===== config.mk =====
export PLATFORM = sky130hd
export DESIGN_NAME = twi_cmd_master
export DESIGN_NICKNAME = d
export VERILOG_FILES = /design/src/rtl/twi_cmd_master.sv
export SDC_FILE = /design/constraint.sdc
export NUM_CORES = 1
export LEC_CHECK = 0
export ABC_AREA = 1
export CORE_ASPECT_RATIO = 0.8
export CORE_MARGIN = 2
export CORE_UTILIZATION = 24
export DETAILED_ROUTE_END_ITERATION = 12
export GPL_TIMING_DRIVEN = 1
export PLACE_DENSITY_LB_ADDON = 0.15
export SETUP_SLACK_MARGIN = 0.1
export SYNTH_ARGS = -nofsm -noshare
export SYNTH_HDL_FRONTEND = slang
export SYNTH_SLANG_ARGS = --single-unit

===== constraint.sdc =====
create_clock -name clk -period 2.94 [get_ports clk]
set_input_delay 0.588 -clock clk [delete_from_list [all_inputs] [get_ports clk]]
set_output_delay 0.588 -clock clk [all_outputs]
set_load 0.01 [all_outputs]

===== src/rtl/twi_cmd_master.sv =====
module twi_cmd_master #(
  parameter int QTR_CYC = 160
) (
  input  logic       clk,
  input  logic       rst_n,
  input  logic       data_wr,
  input  logic [7:0] data_wdata,
  input  logic       ctrl_wr,
  input  logic [3:0] ctrl_cmd,
  output logic [7:0] data_rdata,
  output logic [7:0] status,
  output logic       done_irq,
  output logic       scl_pull,
  output logic       sda_pull,
  input  logic       sda_in
);
  localparam int CW = (QTR_CYC > 1) ? $clog2(QTR_CYC) : 1;
  localparam logic [CW-1:0] QLAST = CW'(QTR_CYC - 1);
  localparam logic [3:0] C_NOP = 4'b0000, C_RXA = 4'b0010, C_TX = 4'b0011,
                         C_STOP = 4'b0101, C_RXL = 4'b0110, C_START = 4'b1001;

  typedef enum logic [1:0] {OP_START, OP_STOP, OP_TX, OP_RX} op_t;

  logic [CW-1:0] qcnt;
  logic [1:0]    phase;
  logic [3:0]    bitn;
  op_t           op;
  logic          nack, busy, run, err, rx_ack_n, tx_ack_n;
  logic [7:0]    dreg, shreg;

  logic legal, accept, nop, reject, qend, last_slot, finish;

  assign legal     = ctrl_cmd inside {C_NOP, C_RXA, C_TX, C_STOP, C_RXL, C_START};
  assign accept    = ctrl_wr && !busy && legal && (ctrl_cmd != C_NOP);
  assign nop       = ctrl_wr && !busy && (ctrl_cmd == C_NOP);
  assign reject    = ctrl_wr && (busy || !legal);
  assign qend      = (busy || run) && (qcnt == QLAST);
  assign last_slot = (op == OP_START) || (op == OP_STOP) || (bitn == 4'd8);
  assign finish    = busy && qend && (phase == 2'd3) && last_slot;

  assign scl_pull   = (busy || run) && !phase[1];
  assign status     = {err, busy, rx_ack_n, tx_ack_n, 4'b0000};
  assign data_rdata = dreg;

  always_ff @(posedge clk or negedge rst_n) begin
    if (!rst_n) begin
      qcnt     <= '0;
      phase    <= 2'd0;
      bitn     <= 4'd0;
      op       <= OP_START;
      nack     <= 1'b0;
      busy     <= 1'b0;
      run      <= 1'b0;
      err      <= 1'b0;
      rx_ack_n <= 1'b1;
      tx_ack_n <= 1'b1;
      dreg     <= 8'h00;
      shreg    <= 8'h00;
      sda_pull <= 1'b0;
      done_irq <= 1'b0;
    end else begin
      done_irq <= finish;
      if (data_wr && !busy) dreg <= data_wdata;
      if (reject) err <= 1'b1;
      else if (accept || nop) err <= 1'b0;
      if (nop) run <= 1'b0;

      if (accept) begin
        busy  <= 1'b1;
        run   <= 1'b0;
        qcnt  <= '0;
        phase <= 2'd0;
        bitn  <= 4'd0;
        shreg <= dreg;
        nack  <= (ctrl_cmd == C_RXL);
        case (ctrl_cmd)
          C_START: op <= OP_START;
          C_STOP:  op <= OP_STOP;
          C_TX:    op <= OP_TX;
          default: op <= OP_RX;
        endcase
      end else if (busy || run) begin
        if (qend) begin
          qcnt  <= '0;
          phase <= phase + 2'd1;
        end else begin
          qcnt <= qcnt + 1'b1;
        end
        if (busy && qend) begin
          case (phase)
            2'd0: begin
              case (op)
                OP_START: sda_pull <= 1'b0;
                OP_STOP:  sda_pull <= 1'b1;
                OP_TX:    sda_pull <= (bitn < 4'd8) ? !shreg[7] : 1'b0;
                default:  sda_pull <= (bitn == 4'd8) ? !nack : 1'b0;
              endcase
            end
            2'd2: begin
              case (op)
                OP_START: sda_pull <= 1'b1;
                OP_STOP:  sda_pull <= 1'b0;
                OP_TX:    if (bitn == 4'd8) rx_ack_n <= sda_in;
                default:  if (bitn < 4'd8) shreg <= {shreg[6:0], sda_in};
              endcase
            end
            2'd3: begin
              if (op == OP_TX && bitn < 4'd8) shreg <= {shreg[6:0], 1'b0};
              if (last_slot) begin
                busy <= 1'b0;
                run  <= (op == OP_TX) || (op == OP_RX);
                if (op == OP_RX) begin
                  dreg     <= shreg;
                  tx_ack_n <= nack;
                end
              end else begin
                bitn <= bitn + 4'd1;
              end
            end
            default: ;
          endcase
        end
      end
    end
  end


  irq_on_fall_chk: assert property (@(posedge clk) disable iff (!rst_n)
    $fell(busy) |-> done_irq);


  irq_single_chk: assert property (@(posedge clk) disable iff (!rst_n)
    done_irq |=> !done_irq);


  busy_cmd_chk: assert property (@(posedge clk) disable iff (!rst_n)
    ctrl_wr && busy && !finish |=> busy && err);


  bad_cmd_chk: assert property (@(posedge clk) disable iff (!rst_n)
    ctrl_wr && !busy && !legal |=> err && !busy);


  sda_scl_low_chk: assert property (@(posedge clk) disable iff (!rst_n)
    busy && (op == OP_TX || op == OP_RX) && !$stable(sda_pull) |-> scl_pull);
endmodule


---- Word level (Yosys, flattened, before mapping) ----
Cells that the tools add are included.
word-level totals
  register bits ........................... 40
  input bits .............................. 17
  output and inout bits ................... 19
  logic and storage cells ................. 124
cells by class
  add/subtract/negate cells ............... 3
  order comparisons ....................... 1
  equality and inequality tests ........... 17
  multiplexer cells ....................... 44
  bitwise logic cells ..................... 1
  reductions and logical operators ........ 44
operator list
  operator                                                          count
  8-bit two-way mux                                                 16
  4-bit two-way mux                                                 5
  6-bit AND reduction                                               3
  8-bit case mux with 2 select lines                                1
  1-bit two-way mux                                                 15
  2-bit nonzero test                                                7
  1-bit logical AND                                                 12
  3-bit inequality test (second input constant)                     3
  8-bit by 1-bit adder with 8-bit output (second input constant)    1
  2-bit == test (second input constant)                             4
  4-bit by 2-bit == test with 1-bit output (second input constant)  2
  4-bit by 3-bit == test with 1-bit output (second input constant)  2
  4-bit == test (second input constant)                             2
  8-bit == test (second input constant)                             1
  4-bit AND reduction                                               2
  1-bit logical OR                                                  6
  2-bit two-way mux                                                 3
  2-bit case mux with 3 select lines                                1
  6-bit nonzero test                                                1
  1-bit logical NOT                                                 5
  5-bit AND reduction                                               1
  4-bit by 1-bit adder with 4-bit output (second input constant)    1
  2-bit logical NOT                                                 2
  4-bit logical NOT                                                 1
  12 further kinds                                                  13

---- Depth between registers and ports, before layout ----
  depth in word-level cells ............... 9
  gate-level depth with buffers ........... 11
  depth with buffers taken out ............ 11

---- Least setup slack after synthesis ----
No wires, ideal clock.
  path kind ............................... input-to-reg
  start ................................... in ctrl_cmd[0]
  end ..................................... reg shreg[7]
  library setup time ...................... 0.117 ns
  data arrival time ....................... 1.406 ns
  required time ........................... 2.823 ns
  slack ................................... 1.417 ns
  cell stages on the path ................. 7
  buffers on the path ..................... 1
  path through ............................ nor3_1 -> nand2_2 -> nand3_4 -> buf_8 -> o21ai_2 -> nand2_1 -> nand2_1
between the ends
  longest elaborated chain between the ends .. 6
  elaborated cells between the ends (all ways) .. 18
  those cells by class .................... 8 x eq/ne; 1 x mux; 9 x reduce/logical
ends and longest elaborated chain
  item                                                              RTL line  source
  start: declaration                                                9         input logic [3:0] ctrl_cmd,
  4-bit by 2-bit == test with 1-bit output (tied with other cells)  33        assign legal = ctrl_cmd inside {C_NOP, C_RXA, C_TX, C_STOP, C_RXL, C_START};
  6-bit nonzero test                                                33
  1-bit logical AND                                                 34        assign accept = ctrl_wr && !busy && legal && (ctrl_cmd != C_NOP);
  1-bit logical AND *                                               34
  3-bit inequality test (no source line) (tied with other cells)    -
  6-bit AND reduction (no source line)                              -
  end signal: assignment                                            74        shreg <= dreg;
  end signal: assignment                                            104       default: if (bitn < 4'd8) shreg <= {shreg[6:0], sda_in};
  end signal: assignment                                            108       if (op == OP_TX && bitn < 4'd8) shreg <= {shreg[6:0], 1'b0};
  end: declaration                                                  29        logic [7:0] dreg, shreg;
Mark *: on every way between the ends. The rest lies on a longest branch, timed or not.
A chain may end at the register's enable or synchronous reset.

---- Worst setup path in the final report ----
  start ................................... reg busy
  end ..................................... out scl_pull
between the ends
  longest elaborated chain between the ends .. 2
ends and longest elaborated chain
  item                      RTL line  source
  start: declaration        28        logic nack, busy, run, err, rx_ack_n, tx_ack_n;
  start signal: assignment  52        busy <= 1'b0;
  start signal: assignment  69        busy <= 1'b1;
  start signal: assignment  110       busy <= 1'b0;
  1-bit logical OR          41        assign scl_pull = (busy || run) && !phase[1];
  1-bit logical AND         41
  end: declaration          13        output logic scl_pull,
No other way between the ends.

==> qor.csv <==
stage;metric;value;unit
timing;Max Slew Vio Count;0;
timing;Fin. Hold Viols;0;
timing;Tmin final;2.23;ns
timing;hold slack;0.430;ns
cts;setup bufs post-CTS;0;
synthesis;register area share after synthesis;0.382;
critical_path;worst-case reg-to-reg path depth;9;
critical_path;CP peak stage delay;0.49;ns
placement;dpl hpwl;4940;µm
critical_path;Critical-path top delay cell;clkdlybuf4s50_1;
global_route;GRT busiest layer;met1;
timing;FMAX;449;MHz
die;Rows;34;
timing;Least-Margin Pin Slew;0.927;ns
critical_path;CP Cell Sequence;nor2_2, nor2_1, clkdlybuf4s50_1;
critical_path;RR Startpoint;qcnt[1];
die;Die W;121;µm
cells_and_area;Final #Nets;392;
synthesis;post-synthesis cell area;2630;µm²
global_route;met1 GRT Util;0.181;
power;Worst VDD drop;0.211;mV
die;floorplan core area;10800;µm²
cts;clock root buffer;clkbuf_16;
critical_path;Critical Path Source;busy;
cells_and_area;Final Instance Area;3160;µm²
cts;Hold-fix buffers, CTS;0;
synthesis;syn_area_per_cell;7.73;µm²
routing;drt pass-1 iters;4;
cells_and_area;Layout area overhead;20.4;%
status;status;finished, final reports clean;
hold_path;Worst Hold Class;primary input to asynchronous set/reset pin;
cts;clk buf depth;2;
cts;Worst-path clk slew;0.06;ns
cts;Worst-Skew Late Latency;0.29;ns
die;I/O pin count;36;
synthesis;Adder-Cell Fraction of Synth Area;0.0286;
routing;ANT nets after route;0;
cells_and_area;Fill cells;1153;
global_route;total global-route track usage;0.119;
die;Die Height;97.6;µm
synthesis;compound-cell area share of the yosys netlist;0.0552;
global_route;GR Layer Usage met3;0.0241;
global_route;vias in the first global route;2041;
critical_path;worst reg2reg setup slack;0.96;ns
cells_and_area;Inserted Diodes;0;
placement;GPL Wtd Cong;0.838;
critical_path;CP Launch Type;flip-flop;
routing;drt wl/cell;12.8;µm
placement;placed cell area;3020;µm²
critical_path;critical path endpoint category;output pin;
power;PwrDens;370;nW/µm²
synthesis;largest family of logic cells by synthesized area;simple AND/OR/NAND/NOR gates;
routing;initial DRC count;153;
cts;cts repair resizes;0;
global_route;antenna violations before repair;0;
run;maxcap violations;0;
cts;CTS Sinks;40;
cells_and_area;layout cells sized above 1;0.146;
timing;Sum Neg Setup Slack;0;ns
critical_path;worst flop-to-flop path endpoint;data_rdata[0];
global_route;GRT met2 Usage;0.164;
timing;Final Cycle Share;0.758;
routing;Post-route DRC;0;
synthesis;Synth Register Bits;40;
routing;Vias;2168;
critical_path;CP max FO;6;
synthesis;Mapped Cells;340;
global_route;largest net degree at the start of global routing;41;
power;leakage power;1.58;nW
die;die footprint;11800;µm²
timing;Clock Skew;0.0100;ns
timing;relative slew slack;0.382;
cts;CTS tree;built;
die;Initial Util;0.244;
global_route;total grt overflow;0;
timing;RSZ-0062 raised after global routing;no;
critical_path;Setup Crit Path Kind;flip-flop to output pin;
synthesis;Post-Synth Simple-Gate Area;0.344;
synthesis;synth unique cells;34;
timing;# setup viols final;0;
routing;Via density;4.22;
placement;input/output buffers;31;
critical_path;Arrival @ worst endpoint;1.64;ns
cts;Num CTS Buffers;5;
synthesis;Warnings, synthesis;0;
cts;htree depth;2;
critical_path;Worst Path Required;2.35;ns
synthesis;XOR/XNOR Fraction of Synth Area;0.0133;
global_route;first-pass GRT wire length;10900;µm
routing;WL final;6580;µm
synthesis;multiplexer share of the synthesized area;0.0343;
-- through the flow --
stage / setup WS, ns / power (mW) / cells / utilization
finish: 0.711 / 1.17 / 514 / 0.294
global route: 0.524 / 1.23 / 514 / 0.294
CTS: 0.658 / 1.19 / 514 / 0.294
detailed placement: 0.427 / 0.639 / 506 / 0.281
global placement: 0.475 / 0.638 / 506 / 0.281
floorplan: 1.42 / 0.599 / 343 / -
-- layer usage --
layer	wire length, µm	vias to the layer above
met1	3510	991
li1	-	1119
met4	68	0
met2	2700	48
met5	0	-
met3	307	10
-- cell type report --
cell class	instances	area (µm²)	share of cell area
clock buffers	5	125	0.0395
clock inverters	3	18.8	0.00593
inverters	67	251	0.0795
multi-input cells	222	1260	0.400
flip-flops and latches	40	1000	0.317
well taps	144	180	0.0569
repair buffers	33	320	0.101
-- cells by family after synthesis --
kind of cell,Yosys count
and+or+nand+nor,173
buffers and inverters,81
DFF,40
AOI/OAI and AO/OA,27
muxes,8
adders and majority gates,6
xor gates and xnor gates,4
other,1
-- Yosys cell counts --
cell       n  share of area
buf_4      8          0.023
ha_1       6          0.029
nor2_8     1         0.0076
nor3_1     4         0.0076
buf_6      3          0.013
clkinv_1   1         0.0014
xor2_1     4          0.013
inv_1     59          0.084
o21ai_1    9          0.017
o22ai_1    1         0.0024
nor2_2     5          0.012
nand2_2    5          0.012
o211ai_1   1         0.0029
dfrtp_1   38           0.36
nor2_4     6          0.026
nand3_2    1         0.0038
a21oi_1    6          0.011
o21ai_0    8          0.015
nand3_1   24          0.046
nand2_4    3          0.013
a22oi_1    1         0.0029
mux2_2     8          0.034
nand3b_1   2         0.0057
nand4_2    1         0.0048
conb_1     1         0.0014
nand3_4    3          0.020
dfstp_2    2          0.020
nand4_1   19          0.045
inv_2      7          0.010
buf_8      1         0.0057
nand2_1   73           0.10
buf_2      2         0.0038
nor2_1    26          0.037
o21ai_2    1         0.0033
-- power breakdown --
part	total, mW	internal (mW)	switching, mW
clock	0.545	0.313	0.232
combinational	0.0717	0.0273	0.0444
sequential	0.555	0.552	0.00282
-- worst max-delay path: cells and delay by family, from the launching register on --
kind	cells	cell delay, ns
simple gates	2	0.40
buf+inv	1	0.49
flops	1	0.47
-- layout by cell type, fill, tap and decap left out, types with 2 or more instances in the layout --
| master | instances |
|---|---|
| nor2_1 | 26 |
| buf_4 | 2 |
| nand2_2 | 5 |
| mux2_2 | 8 |
| clkinv_2 | 2 |
| nor2_4 | 6 |
| nand3_1 | 24 |
| clkdlybuf4s50_1 | 30 |
| conb_1 | 4 |
| inv_1 | 59 |
| clkbuf_16 | 5 |
| o21ai_1 | 9 |
| ha_1 | 6 |
| inv_2 | 7 |
| a21oi_1 | 6 |
| nand2_4 | 3 |
| nand3_4 | 3 |
| nand3b_1 | 2 |
| nor3_1 | 4 |
| dfstp_2 | 2 |
| dfrtp_1 | 38 |
| nand2_1 | 73 |
| xor2_1 | 4 |
| o21ai_0 | 8 |
| nor2_2 | 5 |
| nand4_1 | 19 |
-- state kept, by name, summed over array words and instances (netlist names) --
| signal | cells |
|---|---|
| qcnt | 8 |
| bitn | 4 |
| phase | 2 |
| data_rdata | 8 |
| shreg | 8 |
| op | 2 |
| tx_ack_n | 1 |
| busy | 1 |
| run | 1 |
| err | 1 |
| sda_pull | 1 |
| rx_ack_n | 1 |
| nack | 1 |
| done_irq | 1 |
-- how the worst max path moves through the flow --
stage / endpoint
global route: qcnt[5]
finish: scl_pull
CTS: scl_pull
detailed placement: shreg[3]
floorplan: shreg[7]
global placement: shreg[2]
Power figures use the tool's default switching activity.
